--- src/rtl/aclk_pkg.sv ---
package aclk_pkg;

  typedef enum logic [1:0] {
    MODE_SINGLE = 2'b00,
    MODE_DOUBLE = 2'b01,
    MODE_QUAD   = 2'b10,
    MODE_SLAVE  = 2'b11
  } aclk_mode_e;

  typedef struct packed {
    aclk_mode_e mode;
    logic       fast;
  } aclk_cfg_t;

  // log2 of the bit-clock divide before prescale
  function automatic logic [1:0] speed_shift(aclk_mode_e m);
    case (m)
      MODE_SINGLE: speed_shift = 2'd2;
      MODE_DOUBLE: speed_shift = 2'd1;
      default:     speed_shift = 2'd0;
    endcase
  endfunction

endpackage

--- src/rtl/aclk_strap_capture.sv ---
module aclk_strap_capture
  import aclk_pkg::*;
(
  input  logic      clk_i,
  input  logic      rst_ni,
  input  logic      mode_hi_i,
  input  logic      mode_lo_i,
  input  logic      fast_i,
  output aclk_cfg_t cfg_o
);

  aclk_cfg_t cfg_q;

  // transparent sampling while reset is held, frozen afterwards
  always_ff @(posedge clk_i) begin
    if (!rst_ni) begin
      cfg_q.mode <= aclk_mode_e'({mode_hi_i, mode_lo_i});
      cfg_q.fast <= fast_i;
    end
  end

  assign cfg_o = cfg_q;

  AST_STRAP_HOLD: assert property (@(posedge clk_i) disable iff (!rst_ni)
    rst_ni |=> $stable(cfg_q));

endmodule

--- src/rtl/aclk_div_counter.sv ---
module aclk_div_counter #(
  parameter int CNT_W = 9
) (
  input  logic             clk_i,
  input  logic             rst_ni,
  output logic [CNT_W-1:0] cnt_o,
  output logic             running_o
);

  logic [CNT_W-1:0] cnt_q;
  logic             run_q;

  // single shared counter: every divider tap restarts on the same edge
  always_ff @(posedge clk_i) begin
    if (!rst_ni) begin
      cnt_q <= '0;
      run_q <= 1'b0;
    end else begin
      cnt_q <= cnt_q + 1'b1;
      run_q <= 1'b1;
    end
  end

  assign cnt_o     = cnt_q;
  assign running_o = run_q;

  AST_COUNT_STEPS: assert property (@(posedge clk_i) disable iff (!rst_ni)
    run_q |=> (cnt_q == $past(cnt_q) + 1'b1));

endmodule

--- src/rtl/aclk_tap_select.sv ---
module aclk_tap_select
  import aclk_pkg::*;
#(
  parameter int FRAME_LOG = 6,
  parameter int MAX_SHIFT = 3,
  parameter int CNT_W     = FRAME_LOG + MAX_SHIFT
) (
  input  aclk_cfg_t        cfg_i,
  input  logic [CNT_W-1:0] cnt_i,
  output logic             lr_bit_o,
  output logic             sc_bit_o,
  output logic             direct_o
);

  localparam int SHIFT_W = $clog2(MAX_SHIFT + 1);

  logic [SHIFT_W-1:0] k;

  assign k = SHIFT_W'(speed_shift(cfg_i.mode)) + SHIFT_W'(cfg_i.fast);

  // bit clock = counter bit k-1, frame clock = bit FRAME_LOG-1+k;
  // both flip on the same wrap of the lower bits
  always_comb begin
    lr_bit_o = cnt_i[FRAME_LOG-1];
    sc_bit_o = 1'b0;
    for (int i = 1; i <= MAX_SHIFT; i++) begin
      if (k == SHIFT_W'(i)) begin
        lr_bit_o = cnt_i[FRAME_LOG-1+i];
        sc_bit_o = cnt_i[i-1];
      end
    end
  end

  assign direct_o = (cfg_i.mode == MODE_QUAD) && !cfg_i.fast;

endmodule

--- src/rtl/aclk_sclk_gate.sv ---
module aclk_sclk_gate (
  input  logic clk_i,
  input  logic rst_ni,
  input  logic direct_i,
  input  logic sc_bit_i,
  output logic sclk_o
);

  logic en_q;

  // enable changes just after a rising edge, while ~clk is already low
  always_ff @(posedge clk_i) begin
    if (!rst_ni) en_q <= 1'b0;
    else         en_q <= direct_i;
  end

  assign sclk_o = direct_i ? (~clk_i & en_q) : sc_bit_i;

  AST_GATE_DIRECT_ONLY: assert property (@(posedge clk_i) disable iff (!rst_ni)
    en_q |-> direct_i);

endmodule

--- src/rtl/aclk_clock_gen.sv ---
module aclk_clock_gen
  import aclk_pkg::*;
#(
  parameter int FRAME_LOG = 6,
  parameter int MAX_SHIFT = 3
) (
  input  logic mclk_i,
  input  logic rst_ni,
  input  logic mode_hi_i,
  input  logic mode_lo_i,
  input  logic fast_i,
  output logic lrck_o,
  output logic sclk_o,
  output logic master_active_o,
  output logic pin_drive_o
);

  localparam int CNT_W = FRAME_LOG + MAX_SHIFT;

  aclk_cfg_t        cfg;
  logic [CNT_W-1:0] cnt;
  logic             running;
  logic             lr_bit;
  logic             sc_bit;
  logic             direct;
  logic             sclk_raw;
  logic             is_master;

  aclk_strap_capture u_strap (
    .clk_i     (mclk_i),
    .rst_ni    (rst_ni),
    .mode_hi_i (mode_hi_i),
    .mode_lo_i (mode_lo_i),
    .fast_i    (fast_i),
    .cfg_o     (cfg)
  );

  aclk_div_counter #(.CNT_W(CNT_W)) u_cnt (
    .clk_i     (mclk_i),
    .rst_ni    (rst_ni),
    .cnt_o     (cnt),
    .running_o (running)
  );

  aclk_tap_select #(
    .FRAME_LOG (FRAME_LOG),
    .MAX_SHIFT (MAX_SHIFT),
    .CNT_W     (CNT_W)
  ) u_tap (
    .cfg_i    (cfg),
    .cnt_i    (cnt),
    .lr_bit_o (lr_bit),
    .sc_bit_o (sc_bit),
    .direct_o (direct)
  );

  aclk_sclk_gate u_gate (
    .clk_i    (mclk_i),
    .rst_ni   (rst_ni),
    .direct_i (direct),
    .sc_bit_i (sc_bit),
    .sclk_o   (sclk_raw)
  );

  assign is_master       = (cfg.mode != MODE_SLAVE);
  assign pin_drive_o     = is_master;
  assign master_active_o = is_master && running;
  assign lrck_o          = is_master && lr_bit;
  assign sclk_o          = is_master && sclk_raw;

  AST_SLAVE_SILENT: assert property (@(posedge mclk_i) disable iff (!rst_ni)
    (cfg.mode == MODE_SLAVE) |-> (!lrck_o && !sclk_o && !pin_drive_o));

  AST_LR_ON_SCLK_FALL: assert property (@(posedge mclk_i) disable iff (!rst_ni)
    ((lrck_o != $past(lrck_o)) && !direct) |-> (!sclk_o && $past(sclk_o)));

  AST_FIRST_HALF_LOW: assert property (@(posedge mclk_i) disable iff (!rst_ni)
    $rose(master_active_o) |-> !lrck_o);

  AST_ACTIVE_DRIVES: assert property (@(posedge mclk_i) disable iff (!rst_ni)
    master_active_o |-> pin_drive_o);

endmodule

--- config.mk ---
export PLATFORM = sky130hd
export DESIGN_NAME = aclk_clock_gen
export DESIGN_NICKNAME = d
export VERILOG_FILES = /design/src/rtl/aclk_pkg.sv /design/src/rtl/aclk_strap_capture.sv /design/src/rtl/aclk_div_counter.sv /design/src/rtl/aclk_tap_select.sv /design/src/rtl/aclk_sclk_gate.sv /design/src/rtl/aclk_clock_gen.sv
export SDC_FILE = /design/constraint.sdc
export NUM_CORES = 1
export LEC_CHECK = 0
export ABC_CLOCK_PERIOD_IN_PS = 2200
export BUFFER_PORTS_ARGS = -buffer_cell sky130_fd_sc_hd__buf_2
export CORE_MARGIN = 3
export CORE_UTILIZATION = 45
export DETAILED_ROUTE_END_ITERATION = 12
export GPL_TIMING_DRIVEN = 0
export PLACE_DENSITY = 0.72
export SLEW_MARGIN = 10
export SYNTH_ARGS = -nofsm -noshare
export SYNTH_HDL_FRONTEND = slang
export SYNTH_HIERARCHICAL = 1
export SYNTH_SLANG_ARGS = --single-unit
--- constraint.sdc ---
create_clock -name mclk_i -period 2.2 [get_ports mclk_i]
set_input_delay 0.22 -clock mclk_i [delete_from_list [all_inputs] [get_ports mclk_i]]
set_output_delay 0.22 -clock mclk_i [all_outputs]
set_load 0.03 [all_outputs]
==> qor.yml, run 1 <==
route:
  wl_per_cell_um: 13.6
  first_pass_iters: 4
  vias: 554
  drtIter0Drc: 6
  remaining_drc_errors: 0
  routed_via_density: 5.43
  routed_wirelength_um: 1390
  ant_nets: 0
logic_synthesis:
  synth.avg_cell_area_um2: 10.3
  synth.top_cell.area_share_pct: 33.3
  synth_top_area_cell: "dfxtp_1"
  synth_edf_count: 3
  synth_most_common_cell: "dfxtp_1"
  yosysWarnings: 6
  synth_seq_area_share_pct: 46.9
  synthTopCellsByArea: "dfxtp_1, edfxtp_1, a21boi_1"
  synth_ff_type: "dfxtp_1"
  synth_nets: 71
  yosys-top-cells-count: "dfxtp_1, and2_1, a21boi_1"
  ys_ff_latch: 14
  synth_area_um2: 662
  netlist-cell-type-count: 26
  synthArstFlopShare_pct: 0
  syn-instance-count: 64
place:
  numPortBuffers: 8
  dp_hpwl_um: 815
  pre_cts_ws_ns: -0.0328
  dpl.cell_count: 87
  gp_congestion: 0.764
cts:
  tritoncts: "yes"
  clock_latency_ns: 0.38
  path_clk_slew_ns: 0.08
sta:
  finalHoldViolCount: 0
  slew-limit-headroom_pct: 77.2
  rsz0062_at_grt: "yes"
  tightest_slew_ns: 0.342
  final-setup-viol-count: 3
  fin_skew_ns: 0.00540
  setup_tns_ns: -0.408
  worst_slack_ns: -0.239
  min_period_ns: 2.44
  fin_crit_sh_pct: 111
  fmax_ghz: 0.410
  drv_slew: 0
global_route:
  grt_use_total_pct: 16.5
  grt_remaining_overflow: 0
  antenna_found_initial: 0
  grt_pass1_vias: 548
  grt_max_degree: 11
  grt_pass1_wl_um: 2210
finish:
  syn_to_final_growth_pct: 38.4
  final_util_pct: 68.7
  layout-drive-gt1-share_pct: 35.6
  nNetsFinal: 95
  finalNonFillerCells: 102
  insertedDiodeCount: 0
die:
  die_x_um: 44.4
  std_cell_rows: 13
  die_y_um: 44.4
  design.core.area_mm2: 0.00133
  start_util_pct: 49.6
  die_area_mm2: 0.00197
  ios: 9
run_status:
  violations: "setup timing"
  status: "complete, but fails checks"
critical_path:
  endpoint_kind: "primary output"
  path_class: "register to primary output"
  cp.required_ns: 1.98
  critPathArrivalTime_ns: 2.22
  worstPathMaxFanout: 2
  start_kind: "register"
power:
  power.density_mw_per_mm2: 668
  leakage_nw: 0.378
  peakVddDrop_mv: 0.410
  finalPower_mw: 0.612
job:
  maxCapViolations: 0
min_path:
  hp-class: "register to register"
## final timing paths
kind,depth (start not counted),slack (ns),endpoint,from
setup reg to reg,4,0.82,u_cnt/cnt_o[8],u_cnt/cnt_o[0]
hold reg to reg,2,0.50,u_cnt/cnt_o[7],u_cnt/cnt_o[7]
setup / recovery,9,-0.24,sclk_o,u_strap/cfg_o[1]
hold / removal,2,0.50,u_cnt/cnt_o[7],u_cnt/cnt_o[7]
## power breakdown
part	total [mW]	internal, mW	switching, mW
Sequential	0.287	0.273	0.0134
Clock	0.242	0.142	0.100
Combinational	0.0833	0.0450	0.0383
## placed cells by master, fill, tap and decap left out, drive strengths merged, types with 2 or more instances in the layout
| cell | synthesis | final |
|---|---|---|
| dfxtp | 11 | 11 |
| nand4 | 2 | 2 |
| ha | 2 | 2 |
| o21ai | 4 | 4 |
| xnor2 | 2 | 2 |
| and2 | 6 | 6 |
| or3 | 3 | 3 |
| edfxtp | 3 | 3 |
| dlygate4sd3 | 0 | 4 |
| inv | 3 | 3 |
| buf | 0 | 12 |
| nand2b | 3 | 3 |
| clkbuf | 1 | 8 |
| a21boi | 5 | 5 |
| nand3 | 4 | 4 |
| nand2 | 3 | 3 |
| nor2b | 2 | 2 |
## critical path, stage by stage (launching register included)
cell,delay (ns)
edfxtp_1,0.41
nor2b_4,0.15
ha_4,0.15
or3_4,0.37
and2_4,0.17
a31o_4,0.21
inv_2,0.05
o21ai_2,0.04
a21boi_2,0.15
buf_6,0.13
## cell families after synthesis
| family | count (synthesis) | share of synthesized area [%] |
|---|---|---|
| AO/OA/AOI/OAI | 13 | 13.4 |
| XOR/XNOR | 3 | 3.97 |
| adder cells (fa/ha/maj) | 2 | 3.78 |
| buffers and inverters | 4 | 2.27 |
| flip-flops | 14 | 46.9 |
| multiplexers | 2 | 5.48 |
| AND/OR/NAND/NOR | 26 | 24.2 |
## registers in the layout (all words and copies together) (netlist names)
name,count
u_cnt/running_o,1
u_gate/en_q,1
u_strap/cfg_o,3
u_cnt/cnt_o,9
## metal layers
| layer | GRT usage [%] | up-vias | wire [um] |
|---|---|---|---|
| li1 | - | 278 | - |
| met1 | 16.0 | 259 | 555 |
| met2 | 24.7 | 13 | 729 |
| met4 | 11.4 | 0 | 26 |
| met3 | 11.4 | 4 | 73 |
| met5 | 0 | - | 0 |
## repair_timing
item / 4_1_cts / 5_1_grt
resized for setup: 16 / 2
hold endpoints to repair: 2 / 2
pin swaps: 2 / 3
setup endpoints to repair: 3 / 4
hold buffers: 2 / 2
buffers inserted: 3 / 1
## metrics by stage
| stage | hold WS [ns] | instance area [um2] |
|---|---|---|
| after global routing | 0.520 | 916 |
| final | 0.503 | 916 |
| after detailed placement | 0.392 | 724 |
| after CTS | 0.00115 | 878 |
| after global placement | 0.392 | 724 |
| after floorplan | 0.248 | 666 |
## layout make-up
class | count | area [um2]
buffer | 1 | 3.75
clock buffer | 8 | 60.1
fill | 106 | 418
inverter | 3 | 11.3
multi-input combinational | 46 | 400
sequential | 14 | 310
tap | 15 | 18.8
timing repair buffer | 15 | 111
Power figures use the tool's default switching activity.
==> run 2: changes to the inputs <==
--- a/config.mk
+++ b/config.mk
@@ -10,8 +10,8 @@
 export CORE_MARGIN = 3
 export CORE_UTILIZATION = 45
 export DETAILED_ROUTE_END_ITERATION = 12
-export GPL_TIMING_DRIVEN = 0
 export PLACE_DENSITY = 0.72
+export RECOVER_POWER = 50
 export SLEW_MARGIN = 10
 export SYNTH_ARGS = -nofsm -noshare
 export SYNTH_HDL_FRONTEND = slang
==> qor.yml, run 2 (synthesis gave the netlist of run 1 again) <==
run_status:
  violations: "setup timing"  # unchanged
  status: "complete, but fails checks"  # unchanged
critical_path:
  critPathArrivalTime_ns: 2.22  # about the same
  path_class: "register to primary output"  # unchanged
  start_kind: "register"  # unchanged
  cp.required_ns: 1.98  # about the same
  worstPathMaxFanout: 2  # unchanged
  endpoint_kind: "primary output"  # unchanged
finish:
  layout-drive-gt1-share_pct: 36.5  # was 35.6%
  insertedDiodeCount: 0  # unchanged
  multiInputGateArea_um2: 402  # was 400 um2
  nNetsFinal: 93  # was 95
  largest_reg_flops: 9  # unchanged
  final_util_pct: 67.6  # was 68.7%
  syn_to_final_growth_pct: 36.3  # was 38.4%
  layout_common_cells: "dfxtp_1, clkbuf_4, buf_2"  # unchanged
  fill_cells: 110  # was 106
  mostFrequentLayoutCell: "dfxtp_1"  # unchanged
  regArea_um2: 310  # unchanged
sta:
  rsz0062_at_grt: "yes"  # unchanged
  fin_skew_ns: 0.00686  # was 0.00540 ns
  final-setup-viol-count: 3  # unchanged
  min_period_ns: 2.44  # about the same
  slew-limit-headroom_pct: 66.7  # was 77.2%
  hold_ws_ns: 0.204  # was 0.503 ns
  fmax_ghz: 0.409  # was 0.410 GHz
  tightest_slew_ns: 0.499  # was 0.342 ns
  drv_slew: 0  # unchanged
  finalHoldViolCount: 0  # unchanged
  worst_slack_ns: -0.245  # was -0.239 ns
  fin_crit_sh_pct: 111  # about the same
power:
  power.density_mw_per_mm2: 682  # was 668 mW/mm2
  leakage_nw: 0.370  # was 0.378 nW
  peakVddDrop_mv: 0.398  # was 0.410 mV
die:
  die_area_mm2: 0.00197  # unchanged
  design.core.area_mm2: 0.00133  # unchanged
  die_y_um: 44.4  # unchanged
  std_cell_rows: 13  # unchanged
  ios: 9  # unchanged
  die_x_um: 44.4  # unchanged
  start_util_pct: 49.6  # unchanged
place:
  gp_congestion: 0.705  # was 0.764
  numPortBuffers: 8  # unchanged
  dp_hpwl_um: 961  # was 815 um
route:
  first_pass_iters: 4  # unchanged
  drtIter0Drc: 11  # was 6
  vias: 534  # was 554
  routed_via_density: 5.34  # was 5.43
  remaining_drc_errors: 0  # unchanged
  ant_nets: 0  # unchanged
  routed_wirelength_um: 1520  # was 1390 um
  wl_per_cell_um: 15.2  # was 13.6 um
cts:
  tritoncts: "yes"  # unchanged
  path_clk_slew_ns: 0.09  # was 0.08 ns
  clock_latency_ns: 0.39  # was 0.38 ns
job:
  maxCapViolations: 0  # unchanged
global_route:
  grt_use_total_pct: 18.7  # was 16.5%
  grt_remaining_overflow: 0  # unchanged
  antenna_found_initial: 0  # unchanged
  grt_pass1_wl_um: 2390  # was 2210 um
  grt_pass1_vias: 569  # was 548
  grt_max_degree: 15  # was 11
min_path:
  hp-class: "primary input to register"  # was register to register
[run 2: changes by cell type in the layout (fill, tap and decap cells not counted), sizes merged]
cell / previous run / this run
buf: 12 / 11
dlygate4sd3: 4 / 3
[run 2: through the flow]
stage | setup TNS, ns | cell area, um2 | total power [mW] | setup slack (ns) | std cells
global route | -0.612 | 902 | 0.652 | -0.355 | 100
detailed placement | 0 | 736 | 0.358 | 0.133 | 88
CTS | -0.405 | 838 | 0.604 | -0.257 | 97
floorplan | 0 | 666 | 0.337 | 0.00743 | 64
finish | -0.381 | 902 | 0.615 | -0.245 | 100
global placement | 0 | 736 | 0.355 | 0.172 | 88
[run 2: path summary, 6_finish.rpt]
kind	startpoint	endpoint	slack [ns]	depth (start not counted)
max reg2reg	u_cnt/cnt_o[1]	u_cnt/cnt_o[8]	0.77	4
min reg2reg	u_cnt/cnt_o[6]	u_cnt/cnt_o[6]	0.52	2
max	u_strap/cfg_o[1]	sclk_o	-0.24	9
min	rst_ni	u_cnt/running_o	0.20	1
[run 2: routing by layer]
metal  up-vias  part of all wire [%]  global-route usage (%)
li1        272                     -                       -
met3         0                   3.4                    12.2
met1       253                    45                    17.9
met2         9                    51                    27.0
met5         -                     0                       0
met4         0                     0                    16.9
[run 2: report_power, final]
part           internal [mW]  switching [mW]
registers              0.273          0.0145
logic                 0.0464          0.0384
clock network          0.142           0.101
total                  0.461           0.154
[run 2: area by class of cell]
cell class	count	area share, %
Multi-Input combinational cell	46	44.5
Sequential cell	14	34.4
Timing Repair Buffer	14	11.1
Clock buffer	8	6.66
Tap cell	15	2.08
Inverter	3	1.25
[run 2: repair_timing]
action	in CTS	in global routing
endpoints found under the setup margin	3	4
pin swaps	1	1
setup buffers	1	1
hold buffers	1	2
resized for setup	11	7
endpoints found under the hold margin	1	2
[run 2: worst max-delay path, cell delays in order, from the launching register on]
cell and delay, ns:
edfxtp_1 0.41, nor2b_4 0.16, ha_4 0.15, or3_4 0.33, and2_4 0.17, a31o_4 0.24, inv_2 0.05, o21ai_2 0.04
a21boi_2 0.15, buf_6 0.13
==> run 3: changes to the inputs <==
--- a/config.mk
+++ b/config.mk
@@ -7,10 +7,11 @@
 export LEC_CHECK = 0
 export ABC_CLOCK_PERIOD_IN_PS = 2200
 export BUFFER_PORTS_ARGS = -buffer_cell sky130_fd_sc_hd__buf_2
-export CORE_MARGIN = 3
-export CORE_UTILIZATION = 45
+export CORE_AREA = 3 3 40 42
 export DETAILED_ROUTE_END_ITERATION = 12
-export PLACE_DENSITY = 0.72
+export DIE_AREA = 0 0 43 45
+export HOLD_SLACK_MARGIN = 0.02
+export PLACE_DENSITY = 0.68
 export RECOVER_POWER = 50
 export SLEW_MARGIN = 10
 export SYNTH_ARGS = -nofsm -noshare
==> qor.yml, run 3 (synthesis gave the netlist of run 1 again) <==
run_status:
  status: "complete, but fails checks"  # unchanged
  violations: "setup timing"  # unchanged
finish:
  mostFrequentLayoutCell: "dfxtp_1"  # unchanged
  syn_to_final_growth_pct: 31.8  # was 36.3%
  insertedDiodeCount: 0  # unchanged
  largest_reg_flops: 9  # unchanged
  fill_cells: 108  # was 110
  layout_common_cells: "dfxtp_1, clkbuf_4, buf_2"  # unchanged
  nNetsFinal: 91  # was 93
  layout-drive-gt1-share_pct: 32.5  # was 36.5%
sta:
  setup_tns_ns: -0.333  # was -0.381 ns
  min_period_ns: 2.42  # was 2.44 ns
  rsz0062_at_grt: "yes"  # unchanged
  tightest_slew_ns: 0.522  # was 0.499 ns
  slew-limit-headroom_pct: 65.2  # was 66.7%
  fin_skew_ns: 0.00344  # was 0.00686 ns
  finalHoldViolCount: 0  # unchanged
  drv_slew: 0  # unchanged
  fmax_ghz: 0.413  # was 0.409 GHz
  fin_crit_sh_pct: 110  # was 111%
  final-setup-viol-count: 3  # unchanged
  worst_slack_ns: -0.222  # was -0.245 ns
global_route:
  grt_pass1_vias: 556  # was 569
  grt_pass1_wl_um: 2240  # was 2390 um
  antenna_found_initial: 0  # unchanged
  grt_use_total_pct: 17.1  # was 18.7%
  grt_max_degree: 15  # unchanged
  grt_remaining_overflow: 0  # unchanged
critical_path:
  cp.required_ns: 1.98  # about the same
  start_kind: "register"  # unchanged
  path_class: "register to primary output"  # unchanged
  endpoint_kind: "primary output"  # unchanged
  critPathArrivalTime_ns: 2.20  # was 2.22 ns
  worstPathMaxFanout: 2  # unchanged
route:
  ant_nets: 0  # unchanged
  routed_wirelength_um: 1390  # was 1520 um
  first_pass_iters: 4  # unchanged
  routed_via_density: 5.40  # was 5.34
  drtIter0Drc: 4  # was 11
  remaining_drc_errors: 0  # unchanged
  wl_per_cell_um: 14.2  # was 15.2 um
  vias: 529  # was 534
cts:
  cts_setup_buffers: 0  # was 1
  clock_latency_ns: 0.38  # was 0.39 ns
  path_clk_slew_ns: 0.08  # was 0.09 ns
  tritoncts: "yes"  # unchanged
die:
  design.core.area_mm2: 0.00128  # was 0.00133 mm2
  std_cell_rows: 13  # unchanged
  die_x_um: 43  # was 44.4 um
  die_y_um: 45  # was 44.4 um
  start_util_pct: 51.5  # was 49.6%
  die_area_mm2: 0.00194  # was 0.00197 mm2
  ios: 9  # unchanged
place:
  gp_congestion: 0.738  # was 0.705
  dp_hpwl_um: 874  # was 961 um
  numPortBuffers: 8  # unchanged
  pre_cts_ws_ns: 0.122  # was 0.133 ns
power:
  power.density_mw_per_mm2: 691  # was 682 mW/mm2
  peakVddDrop_mv: 0.453  # was 0.398 mV
  leakage_nw: 0.355  # was 0.370 nW
min_path:
  hp-class: "primary input to register"  # unchanged
job:
  maxCapViolations: 0  # unchanged
-- run 3: cell count changes in the layout (fill, tap and decap cells not counted) --
cell | previous run | this run
a21boi_1 | 3 | 4
a21boi_2 | 2 | 1
buf_4 | 4 | 3
buf_6 | 2 | 1
clkbuf_1 | 2 | 1
clkinv_1 | 0 | 1
nand2b_1 | 2 | 3
nand2b_4 | 1 | 0
-- run 3: what timing repair did --
action / 4_1_cts / 5_1_grt
endpoints found under the setup margin: 3 / 3
gates cloned: 0 / 0
pin swaps: 2 / 2
gates resized for setup: 12 / 3
hold endpoints to repair: 3 / 0
hold buffers: 3 / 0
-- run 3: worst max-delay path, stage by stage, from the launching register on --
cell and delay, ns:
edfxtp_1 0.39, nor2b_4 0.15, ha_4 0.15, or3_4 0.34
a22oi_2 0.21, a31o_4 0.13, inv_2 0.03, o21ai_2 0.10
a21boi_2 0.17, buf_6 0.14
-- run 3: layer usage --
metal	vias to the layer above	share of wire (%)	global-route usage, %
met3	2	4.3	7.97
met5	-	0	0
met1	245	43	18.3
met4	0	1.2	15.7
li1	269	-	-
met2	13	51	25.1
-- run 3: power by group --
group | switching (mW) | total [mW] | internal [mW] | leakage (nW)
Clock | 0.104 | 0.241 | 0.137 | 0.0430
Combinational | 0.0368 | 0.0763 | 0.0395 | 0.193
Sequential | 0.0122 | 0.286 | 0.273 | 0.119
-- run 3: stage by stage --
| step | util [%] | hold slack [ns] | cell area (um2) | total power [mW] | std cells |
|---|---|---|---|---|---|
| detailed placement | 57.3 | 0.398 | 736 | 0.358 | 88 |
| finish | 67.9 | 0.206 | 872 | 0.603 | 98 |
| global placement | 57.3 | 0.397 | 736 | 0.356 | 88 |
| CTS | 66.5 | 0.0705 | 855 | 0.605 | 98 |
| floorplan | - | 0.248 | 666 | 0.337 | 64 |
| global route | 67.9 | 0.223 | 872 | 0.635 | 98 |
-- run 3: final cells by class --
class	instances	area, um2	area share (%)
clock buffer	7	56.3	6.46
clock inverter	1	3.75	0.430
inverter	3	11.3	1.29
tap	15	18.8	2.15
sequential	14	310	35.6
multi-input combinational	46	390	44.8
timing repair buffer	12	81.3	9.33
-- run 3: path summary, 6_finish.rpt --
kind / startpoint / end / slack [ns] / depth (start not counted)
max: u_strap/cfg_o[1] / sclk_o / -0.22 / 9
min: rst_ni / u_cnt/running_o / 0.21 / 1
max reg2reg: u_cnt/cnt_o[0] / u_cnt/cnt_o[8] / 0.78 / 4
min reg2reg: u_cnt/cnt_o[8] / u_cnt/cnt_o[8] / 0.50 / 2
